**config.mk**
```make
export PLATFORM = sky130hd
export DESIGN_NAME = rowacc_top
export DESIGN_NICKNAME = d
export VERILOG_FILES = /design/src/rtl/rowacc_pkg.sv /design/src/rtl/rowacc_seq.sv /design/src/rtl/rowacc_sum.sv /design/src/rtl/rowacc_top.sv
export SDC_FILE = /design/constraint.sdc
export NUM_CORES = 1
export LEC_CHECK = 0
export CORE_MARGIN = 4
export CORE_UTILIZATION = 43
export DETAILED_ROUTE_END_ITERATION = 12
export HOLD_SLACK_MARGIN = 0.03
export MAX_ROUTING_LAYER = met4
export PLACE_DENSITY = 0.67
export SYNTH_ARGS = -nofsm -noshare
export SYNTH_HDL_FRONTEND = slang
export SYNTH_SLANG_ARGS = --single-unit
```
**constraint.sdc**
```tcl
create_clock -name clk -period 3.65 [get_ports clk]
set_input_delay 1.095 -clock clk [delete_from_list [all_inputs] [get_ports clk]]
set_output_delay 1.095 -clock clk [all_outputs]
set_load 0.1 [all_outputs]
```
**src/rtl/rowacc_pkg.sv**
```systemverilog
package rowacc_pkg;
  localparam int unsigned DIM_DEFAULT = 8;
  localparam int unsigned DW_DEFAULT  = 32;

  // Position tags travelling with each read request.
  typedef struct packed {
    logic first;  // column 0 of a row: restart the sum
    logic last;   // final element of the whole scan
  } pos_tag_t;
endpackage

```
**src/rtl/rowacc_seq.sv**
```systemverilog
module rowacc_seq
  import rowacc_pkg::*;
#(
  parameter int unsigned DIM = DIM_DEFAULT,
  localparam int unsigned IW = $clog2(DIM),
  localparam int unsigned CW = IW + 1
) (
  input  logic          clk,
  input  logic          rst_n,
  input  logic          start,
  input  logic [CW-1:0] row_size,
  input  logic [CW-1:0] col_size,
  input  logic          done_in,
  output logic          busy,
  output logic          rd_en,
  output logic [IW-1:0] rd_row,
  output logic [IW-1:0] rd_col,
  output pos_tag_t      rd_tag
);
  logic [CW-1:0] row_lim, col_lim;
  logic          col_end, row_end;

  // Loop exit: index hits the fixed ceiling, or equals size-1.
  // Size 0 gives size-1 = all ones, which no 3-bit index reaches.
  function automatic logic at_end(input logic [IW-1:0] idx, input logic [CW-1:0] lim);
    return (idx == IW'(DIM - 1)) || ({1'b0, idx} == (lim - CW'(1)));
  endfunction

  always_comb begin
    col_end = at_end(rd_col, col_lim);
    row_end = at_end(rd_row, row_lim);
  end

  always_ff @(posedge clk) begin
    if (!rst_n) begin
      busy    <= 1'b0;
      rd_en   <= 1'b0;
      rd_row  <= '0;
      rd_col  <= '0;
      rd_tag  <= '0;
      row_lim <= '0;
      col_lim <= '0;
    end else begin
      if (busy && done_in) busy <= 1'b0;
      if (!busy && start) begin
        busy        <= 1'b1;
        row_lim     <= row_size;
        col_lim     <= col_size;
        rd_en       <= 1'b1;
        rd_row      <= '0;
        rd_col      <= '0;
        rd_tag.first <= 1'b1;
        rd_tag.last  <= at_end('0, row_size) && at_end('0, col_size);
      end else if (rd_en) begin
        if (col_end) begin
          if (row_end) begin
            rd_en  <= 1'b0;
            rd_tag <= '0;
          end else begin
            rd_row       <= rd_row + IW'(1);
            rd_col       <= '0;
            rd_tag.first <= 1'b1;
            rd_tag.last  <= at_end(rd_row + IW'(1), row_lim) && at_end('0, col_lim);
          end
        end else begin
          rd_col       <= rd_col + IW'(1);
          rd_tag.first <= 1'b0;
          rd_tag.last  <= row_end && at_end(rd_col + IW'(1), col_lim);
        end
      end
    end
  end

  // reads run back to back until the final element
  a_r3_no_gap: assert property (@(posedge clk) disable iff (!rst_n)
    rd_en && !rd_tag.last |=> rd_en);
  // the final element ends the scan
  a_r6_stop_after_last: assert property (@(posedge clk) disable iff (!rst_n)
    rd_en && rd_tag.last |=> !rd_en);
  // captured sizes hold for the whole run
  a_r9_limits_hold: assert property (@(posedge clk) disable iff (!rst_n)
    busy && $past(busy) |-> $stable(row_lim) && $stable(col_lim));
  // every read belongs to a run
  a_r3_read_in_run: assert property (@(posedge clk) disable iff (!rst_n)
    rd_en |-> busy);
endmodule

```
**src/rtl/rowacc_sum.sv**
```systemverilog
module rowacc_sum
  import rowacc_pkg::*;
#(
  parameter int unsigned DIM = DIM_DEFAULT,
  parameter int unsigned DW  = DW_DEFAULT,
  localparam int unsigned IW = $clog2(DIM)
) (
  input  logic          clk,
  input  logic          rst_n,
  input  logic          req_vld,
  input  logic [IW-1:0] req_row,
  input  pos_tag_t      req_tag,
  input  logic [DW-1:0] rd_data,
  output logic          wr_en,
  output logic [IW-1:0] wr_idx,
  output logic [DW-1:0] wr_data,
  output logic          done
);
  // Stage aligned with the memory's one-cycle read latency.
  logic          vld_q;
  logic [IW-1:0] row_q;
  pos_tag_t      tag_q;
  logic [DW-1:0] acc;
  logic [DW-1:0] sum;
  logic          wr_last;

  always_comb sum = (tag_q.first ? '0 : acc) + rd_data;

  always_ff @(posedge clk) begin
    if (!rst_n) begin
      vld_q   <= 1'b0;
      row_q   <= '0;
      tag_q   <= '0;
      acc     <= '0;
      wr_en   <= 1'b0;
      wr_idx  <= '0;
      wr_data <= '0;
      wr_last <= 1'b0;
      done    <= 1'b0;
    end else begin
      vld_q <= req_vld;
      row_q <= req_row;
      tag_q <= req_tag;
      wr_en <= vld_q;
      wr_last <= vld_q && tag_q.last;
      if (vld_q) begin
        acc     <= sum;
        wr_idx  <= row_q;
        wr_data <= sum;
      end
      done <= wr_en && wr_last;
    end
  end

  // done is a single-cycle pulse
  a_r8_done_single: assert property (@(posedge clk) disable iff (!rst_n)
    done |=> !done);
  // no write in the done cycle
  a_r8_done_after_write: assert property (@(posedge clk) disable iff (!rst_n)
    done |-> !wr_en);
endmodule

```
**src/rtl/rowacc_top.sv**
```systemverilog
module rowacc_top
  import rowacc_pkg::*;
#(
  parameter int unsigned DIM = DIM_DEFAULT,
  parameter int unsigned DW  = DW_DEFAULT,
  localparam int unsigned IW = $clog2(DIM),
  localparam int unsigned CW = IW + 1
) (
  input  logic          clk,
  input  logic          rst_n,
  input  logic          start,
  input  logic [CW-1:0] row_size,
  input  logic [CW-1:0] col_size,
  output logic          busy,
  output logic          done,
  output logic          rd_en,
  output logic [IW-1:0] rd_row,
  output logic [IW-1:0] rd_col,
  input  logic [DW-1:0] rd_data,
  output logic          wr_en,
  output logic [IW-1:0] wr_idx,
  output logic [DW-1:0] wr_data
);
  pos_tag_t tag;

  rowacc_seq #(.DIM(DIM)) u_seq (
    .clk(clk), .rst_n(rst_n), .start(start),
    .row_size(row_size), .col_size(col_size), .done_in(done),
    .busy(busy), .rd_en(rd_en), .rd_row(rd_row), .rd_col(rd_col), .rd_tag(tag)
  );

  rowacc_sum #(.DIM(DIM), .DW(DW)) u_sum (
    .clk(clk), .rst_n(rst_n), .req_vld(rd_en), .req_row(rd_row), .req_tag(tag),
    .rd_data(rd_data), .wr_en(wr_en), .wr_idx(wr_idx), .wr_data(wr_data), .done(done)
  );

  // each read request produces a write two cycles later
  a_r5_write_latency: assert property (@(posedge clk) disable iff (!rst_n)
    rd_en |-> ##2 wr_en);
  // done only inside a run
  a_r8_done_while_busy: assert property (@(posedge clk) disable iff (!rst_n)
    done |-> busy);
  // idle block issues nothing
  a_r1_idle_quiet: assert property (@(posedge clk) disable iff (!rst_n)
    !busy |-> !rd_en && !done);
endmodule

```
[Word level (Yosys, flattened, before mapping)]
Index checks and enable logic that the tools add are counted.
Storage, ports and cells
  flip-flop bits (word level): 62
  latch bits: 0
  bits in writable memories: 0
  ROM bits: 0
  bits of input ports: 43
  output and inout bits: 45
  word-level logic and storage cells: 68
  memories: 0
Operators by class
  $add $sub $neg: 7
  multipliers: 0
  divide/modulo/power cells: 0
  magnitude comparators: 0
  eq/ne operators: 9
  shift operators: 0
  mux-type cells: 13
  bitwise logic cells: 2
  reduce and logical (&&, ||, !) cells: 20
Operator list (number)
  adder 32 bit: 1
  2-to-1 mux 32 bit: 1
  equality test 3 x 4 -> 1 bit: 4
  subtractor 4 x 1 -> 4 bit, second input constant: 4
  equality test 3 bit, second input constant: 4
  logical NOT 4 bit: 3
  2-to-1 mux 2 bit: 4
  logical AND 1 bit: 7
  adder 3 x 1 -> 3 bit, second input constant: 2
  2-to-1 mux 1 bit: 6
  2-to-1 mux 3 bit: 2
  logical OR 1 bit: 4
  nonzero test 2 bit: 2
  AND reduction 3 bit: 1
  inequality test 2 bit, second input constant: 1
  NOT 1 bit: 2
  AND reduction 2 bit: 1
  OR reduction 2 bit: 1
  logical NOT 1 bit: 1

[Longest topological paths before layout]
  depth after elaboration: 8
  mapped depth: 12
  mapped depth without buffers: 11

[By module]
Synthesis repeated with hierarchy kept, for this count alone.
Unflattened totals
  cell total of the unflattened synthesis: 542
  area, all modules: 4643.2 µm²
Modules (own cells, without submodules)
  rowacc_sum: times used 1, cells an instance 406, area each 3487.1 µm², sequential area each 880.8 µm²
  rowacc_seq: times used 1, cells an instance 136, area each 1156.1 µm², sequential area each 360.3 µm²

[Worst setup path before layout]
OpenSTA, ideal clock, no wires.
  kind: input port to flip-flop
  from: input port rd_data[0]
  to: register u_sum.acc[20]
  library setup time: 86 ps
  arrival time: 3148 ps
  path slack: 416 ps
  cell stages on the path: 10
  path buffers: 0
  path through: ha_1 inv_1 fa_1 nor2b_4 o31a_1 o311a_4 o21ba_2 o41ai_4 xor2_1 a211oi_1
Between the ends
  cells in the longest elaborated chain, start to end: 1
Ends and longest elaborated chain
  start, declared: RTL line rowacc_top.sv:19  | input logic [DW-1:0] rd_data,
  adder 32 bit: RTL line rowacc_sum.sv:27  | always_comb sum = (tag_q.first ? '0 : acc) + rd_data;
  end signal, assigned: RTL line rowacc_sum.sv:47  | acc <= sum;
  end, declared: RTL line rowacc_sum.sv:23  | logic [DW-1:0] acc;
No other way between the ends.
A chain may end at the register's enable or synchronous reset.

[Worst setup path after layout]
  from: input port rd_data[0]
  to: register u_sum.acc[24]
The elaborated chain is that of the path after synthesis.

==> summary by stage <==
Floorplanning
The die covers 12500 µm². The y dimension of the die is 112 µm. The top-level port count is 88. The core region is 10400 µm². The die is around 110 µm wide. In this run the core area contains 37 standard-cell rows. For this configuration, the core starts out at a cell density of roughly 45%.

CTS
The insertion delay of the later-clocked pin in the worst-skew pair is 350 ps. The number of buffers on the longest clock path is 2. The root cell of the clock tree is sky130_fd_sc_hd__clkbuf_8. The clock input transition at the sequential cells of the worst setup and hold paths is around 80 ps. The clock net in this run drives a total of 62 sinks. TritonCTS built the clock tree. The number of buffers added by the clock tree synthesis step is 9.

The quantity of hold-fixing buffers added after cts is 0. The H-tree was split into 3 levels.

Power and ir drop
Across the VDD grid, the largest voltage drop is ~0.18 mV. The total power per unit cell area is approximately 330 nW/µm². The post-layout total power is ~2.0 mW. For this design the static power due to leakage is 2.52 nW.

Yosys
After technology mapping, the gate count stands at 586. The most frequently used flop master after synthesis is sky130_fd_sc_hd__dfxtp_1. After synthesis, the cell types taking the most area are sky130_fd_sc_hd__dfxtp_1, sky130_fd_sc_hd__ha_1, sky130_fd_sc_hd__a21oi_1. The async set-or-reset flop fraction in the synthesized netlist is 0%.

The average size of a mapped cell is 7.88 µm². Of the synthesized area, sequential elements account for a little over a quarter. The number of flops mapped to enable cells by yosys is 0. The net count after synthesis is 670.

The total of warnings raised by yosys is 0. The netlist area before placement is approximately 4600 µm². The flop and latch count out of synthesis is 62. The cell taking the most area after synthesis is sky130_fd_sc_hd__dfxtp_1. Summed over its instances, the top area cell type makes up a little over a quarter of the synthesized netlist area. The distinct cell type count of the synthesized netlist is 62.

Worst hold path
The class of the tightest hold or removal check is reg -> reg. The number of instances on the worst hold path is 1.

Run
The tool flagged a number of max-cap violations equal to 0.

Final layout
Leaving out fill and tap cells, the most frequent cell in the layout is sky130_fd_sc_hd__buf_4. The final layout contains ~770 nets. The finished cells cover approximately 5800 µm².

Leaving out fill and tap cells, the most frequent cells in the layout are sky130_fd_sc_hd__buf_4, sky130_fd_sc_hd__dfxtp_1, sky130_fd_sc_hd__nand2_1, sky130_fd_sc_hd__a21oi_1, sky130_fd_sc_hd__nor2_1. From synthesis to final layout, the design area changed by 26.7%. Of the cells placed in the final design, the portion with a size suffix greater than 1 is 14.5%. The total inserted antenna cells is 0. The post-route core utilization is a little under three fifths. Excluding fillers, the count of instances in the completed layout stands at slightly above 800.

Placed design
Input and output buffers added on the ports amount to between 80 and 90. Detailed placement ended at an HPWL of 10100 µm. The congestion estimate from routability-driven global placement came to just over 0.9. The post-place instance area is approximately 5700 µm². At the placement stage, the worst setup path has a slack of -110 ps. The post-placement cell count is around 810.

Timing
The transition time at the pin with the least slew margin is 624 ps. Setup violations remaining at the end of the flow were counted as 0. Across all hold checks on the routed design, the worst slack comes to 469 ps. In the finished design, the share of the clock period the worst path needs comes to between 90% and 100%. The final critical-path setup slack is 214 ps. The max-slew violation count was 0. Measured against its own limit, the worst slew margin works out to about 58%.

Clock skew on the completed layout was measured at roughly 8.5 ps. The final setup TNS is 0 ps. The hold violation total from the final report is 0. The maximum clock frequency is between 200 and 300 MHz. Setup repair after global routing left no endpoint under its margin. After layout, the minimum clock period comes to between 3000 and 4000 ps.

Route
In the final routed layout, each cell accounts on average for between 15 and 20 µm. The count of nets left with antenna violations after detail routing is 0. The routed via count divided by cell count is around 5.7. The first detailed-routing pass ran for 5 iterations. The total number of vias is ~4700.

The total routed wirelength is approximately 13000 µm. The number of remaining DRC errors is 0. In this run, the number of DRC markers left after iteration 0 of detailed routing was roughly 220.

Worst setup path
Along the worst path, the maximum fanout reaches 5. The delay contributed by the slowest stage of the critical path is 460 ps. For this design, the slowest cell found on the critical path is sky130_fd_sc_hd__clkdlybuf4s50_1. The critical path launch point type is an input port. Traced cell by cell, the critical path runs through clkdlybuf4s50_1, ha_1, inv_1, fa_1, nor2b_4, o31a_1, o311a_4, o21ba_2, o41ai_4, buf_4, o311ai_0, o211ai_1. STA classifies the critical path endpoint as a flop.

At the worst endpoint, the arrival time is 3650 ps. The number of cells on the worst reg-to-reg path is 10. The kind of critical path is in -> reg. At the worst endpoint, the required time is a little under 4000 ps.

GRT
The largest net degree at the start of global routing is 40. The via count of the first global-routing pass is 4605. The first-pass GRT wire length is ~22000 µm. The global-route usage over all layers is roughly 22%. The initial antenna violation count is 0. For this run the aggregate overflow at the end of global routing stands at 0.

Status
The run finished with clean final reports.
state kept, by name, summed over array words and instances, names as in the netlist, 3 cells and up:
| signal | count |
|---|---|
| u_sum.wr_idx | 3 |
| u_sum.acc | 32 |
| u_seq.row_lim | 4 |
| u_seq.col_lim | 4 |
| u_seq.rd_col | 3 |
| u_seq.rd_row | 3 |
| u_sum.row_q | 3 |
cell usage after synthesis (4+ instances only):
master	number
sky130_fd_sc_hd__o21ai_0	24
sky130_fd_sc_hd__a211o_1	4
sky130_fd_sc_hd__and3_1	13
sky130_fd_sc_hd__a211oi_1	9
sky130_fd_sc_hd__o2111ai_1	5
sky130_fd_sc_hd__nand3b_1	5
sky130_fd_sc_hd__xor2_1	10
sky130_fd_sc_hd__nand3_1	27
sky130_fd_sc_hd__a21oi_1	53
sky130_fd_sc_hd__nor3_1	11
sky130_fd_sc_hd__a21o_1	5
sky130_fd_sc_hd__a31oi_1	8
sky130_fd_sc_hd__o211ai_1	9
sky130_fd_sc_hd__nand2b_1	6
sky130_fd_sc_hd__dfxtp_1	62
sky130_fd_sc_hd__nand2_1	53
sky130_fd_sc_hd__o21bai_1	4
sky130_fd_sc_hd__a311o_1	4
sky130_fd_sc_hd__nor2b_1	34
sky130_fd_sc_hd__clkbuf_1	23
sky130_fd_sc_hd__mux2i_1	15
sky130_fd_sc_hd__o21a_1	10
sky130_fd_sc_hd__nand4_1	8
sky130_fd_sc_hd__ha_1	40
sky130_fd_sc_hd__nor2_1	47
sky130_fd_sc_hd__inv_1	21
sky130_fd_sc_hd__and2_1	8
sky130_fd_sc_hd__or3_1	7
sky130_fd_sc_hd__xnor2_1	15
power by group:
part           leakage (nW)  internal (mW)  switching, mW
clock network        0.0881          0.255          0.320
logic                  1.92          0.229          0.415
registers             0.505          0.707         0.0288
total                  2.52           1.19          0.764
final timing paths:
check | start | end | slack, ps
setup / recovery | rd_data[0] | u_sum.acc[24] | 210
hold / removal | u_sum.tag_q[0] | u_sum.wr_last | 470
setup reg to reg | u_sum.tag_q[1] | u_sum.acc[31] | 700
hold reg to reg | u_sum.tag_q[0] | u_sum.wr_last | 470
metal layers:
metal / part of all wire, % / GRT usage [%] / vias to the layer above / wire length (µm)
met4: 2.6 / 7.95 / 0 / 336
met1: 46 / 27.2 / 2179 / 6060
li1: - / - / 2343 / -
met3: 4.8 / 3.75 / 31 / 626
met5: 0 / - / - / 0
met2: 47 / 34.8 / 134 / 6160
timing repair:
item                                    4_1_cts  5_1_grt
resized for setup                             0        1
buffers inserted                              0        0
endpoints found under the setup margin        0        1
area by class of cell:
cell class	count	area (µm²)
fill	1010	4520
multi-input combinational	477	3200
sequential	62	1240
timing repair buffer	116	976
tap	136	170
clock buffer	9	124
inverter	21	78.8
clock inverter	7	57.6
critical path, delay by kind of cell:
kind / cells / cell delay, ps
fa+ha+maj: 2 / 600
simple gates: 1 / 130
buf+inv: 3 / 690
compound gates: 6 / 1130
kinds of logic (layout without fill, tap and decap cells):
logic type | count (synthesis) | count (layout) | share of synthesized area [%]
AND/OR/NAND/NOR | 230 | 230 | 25.3
XOR/XNOR | 25 | 25 | 4.74
flip-flops | 62 | 62 | 26.9
multiplexers | 16 | 16 | 3.50
AO/OA/AOI/OAI | 165 | 165 | 24.5
buffers and inverters | 47 | 153 | 3.82
adder cells (fa/ha/maj) | 41 | 41 | 11.3
Power figures use the tool's default switching activity.
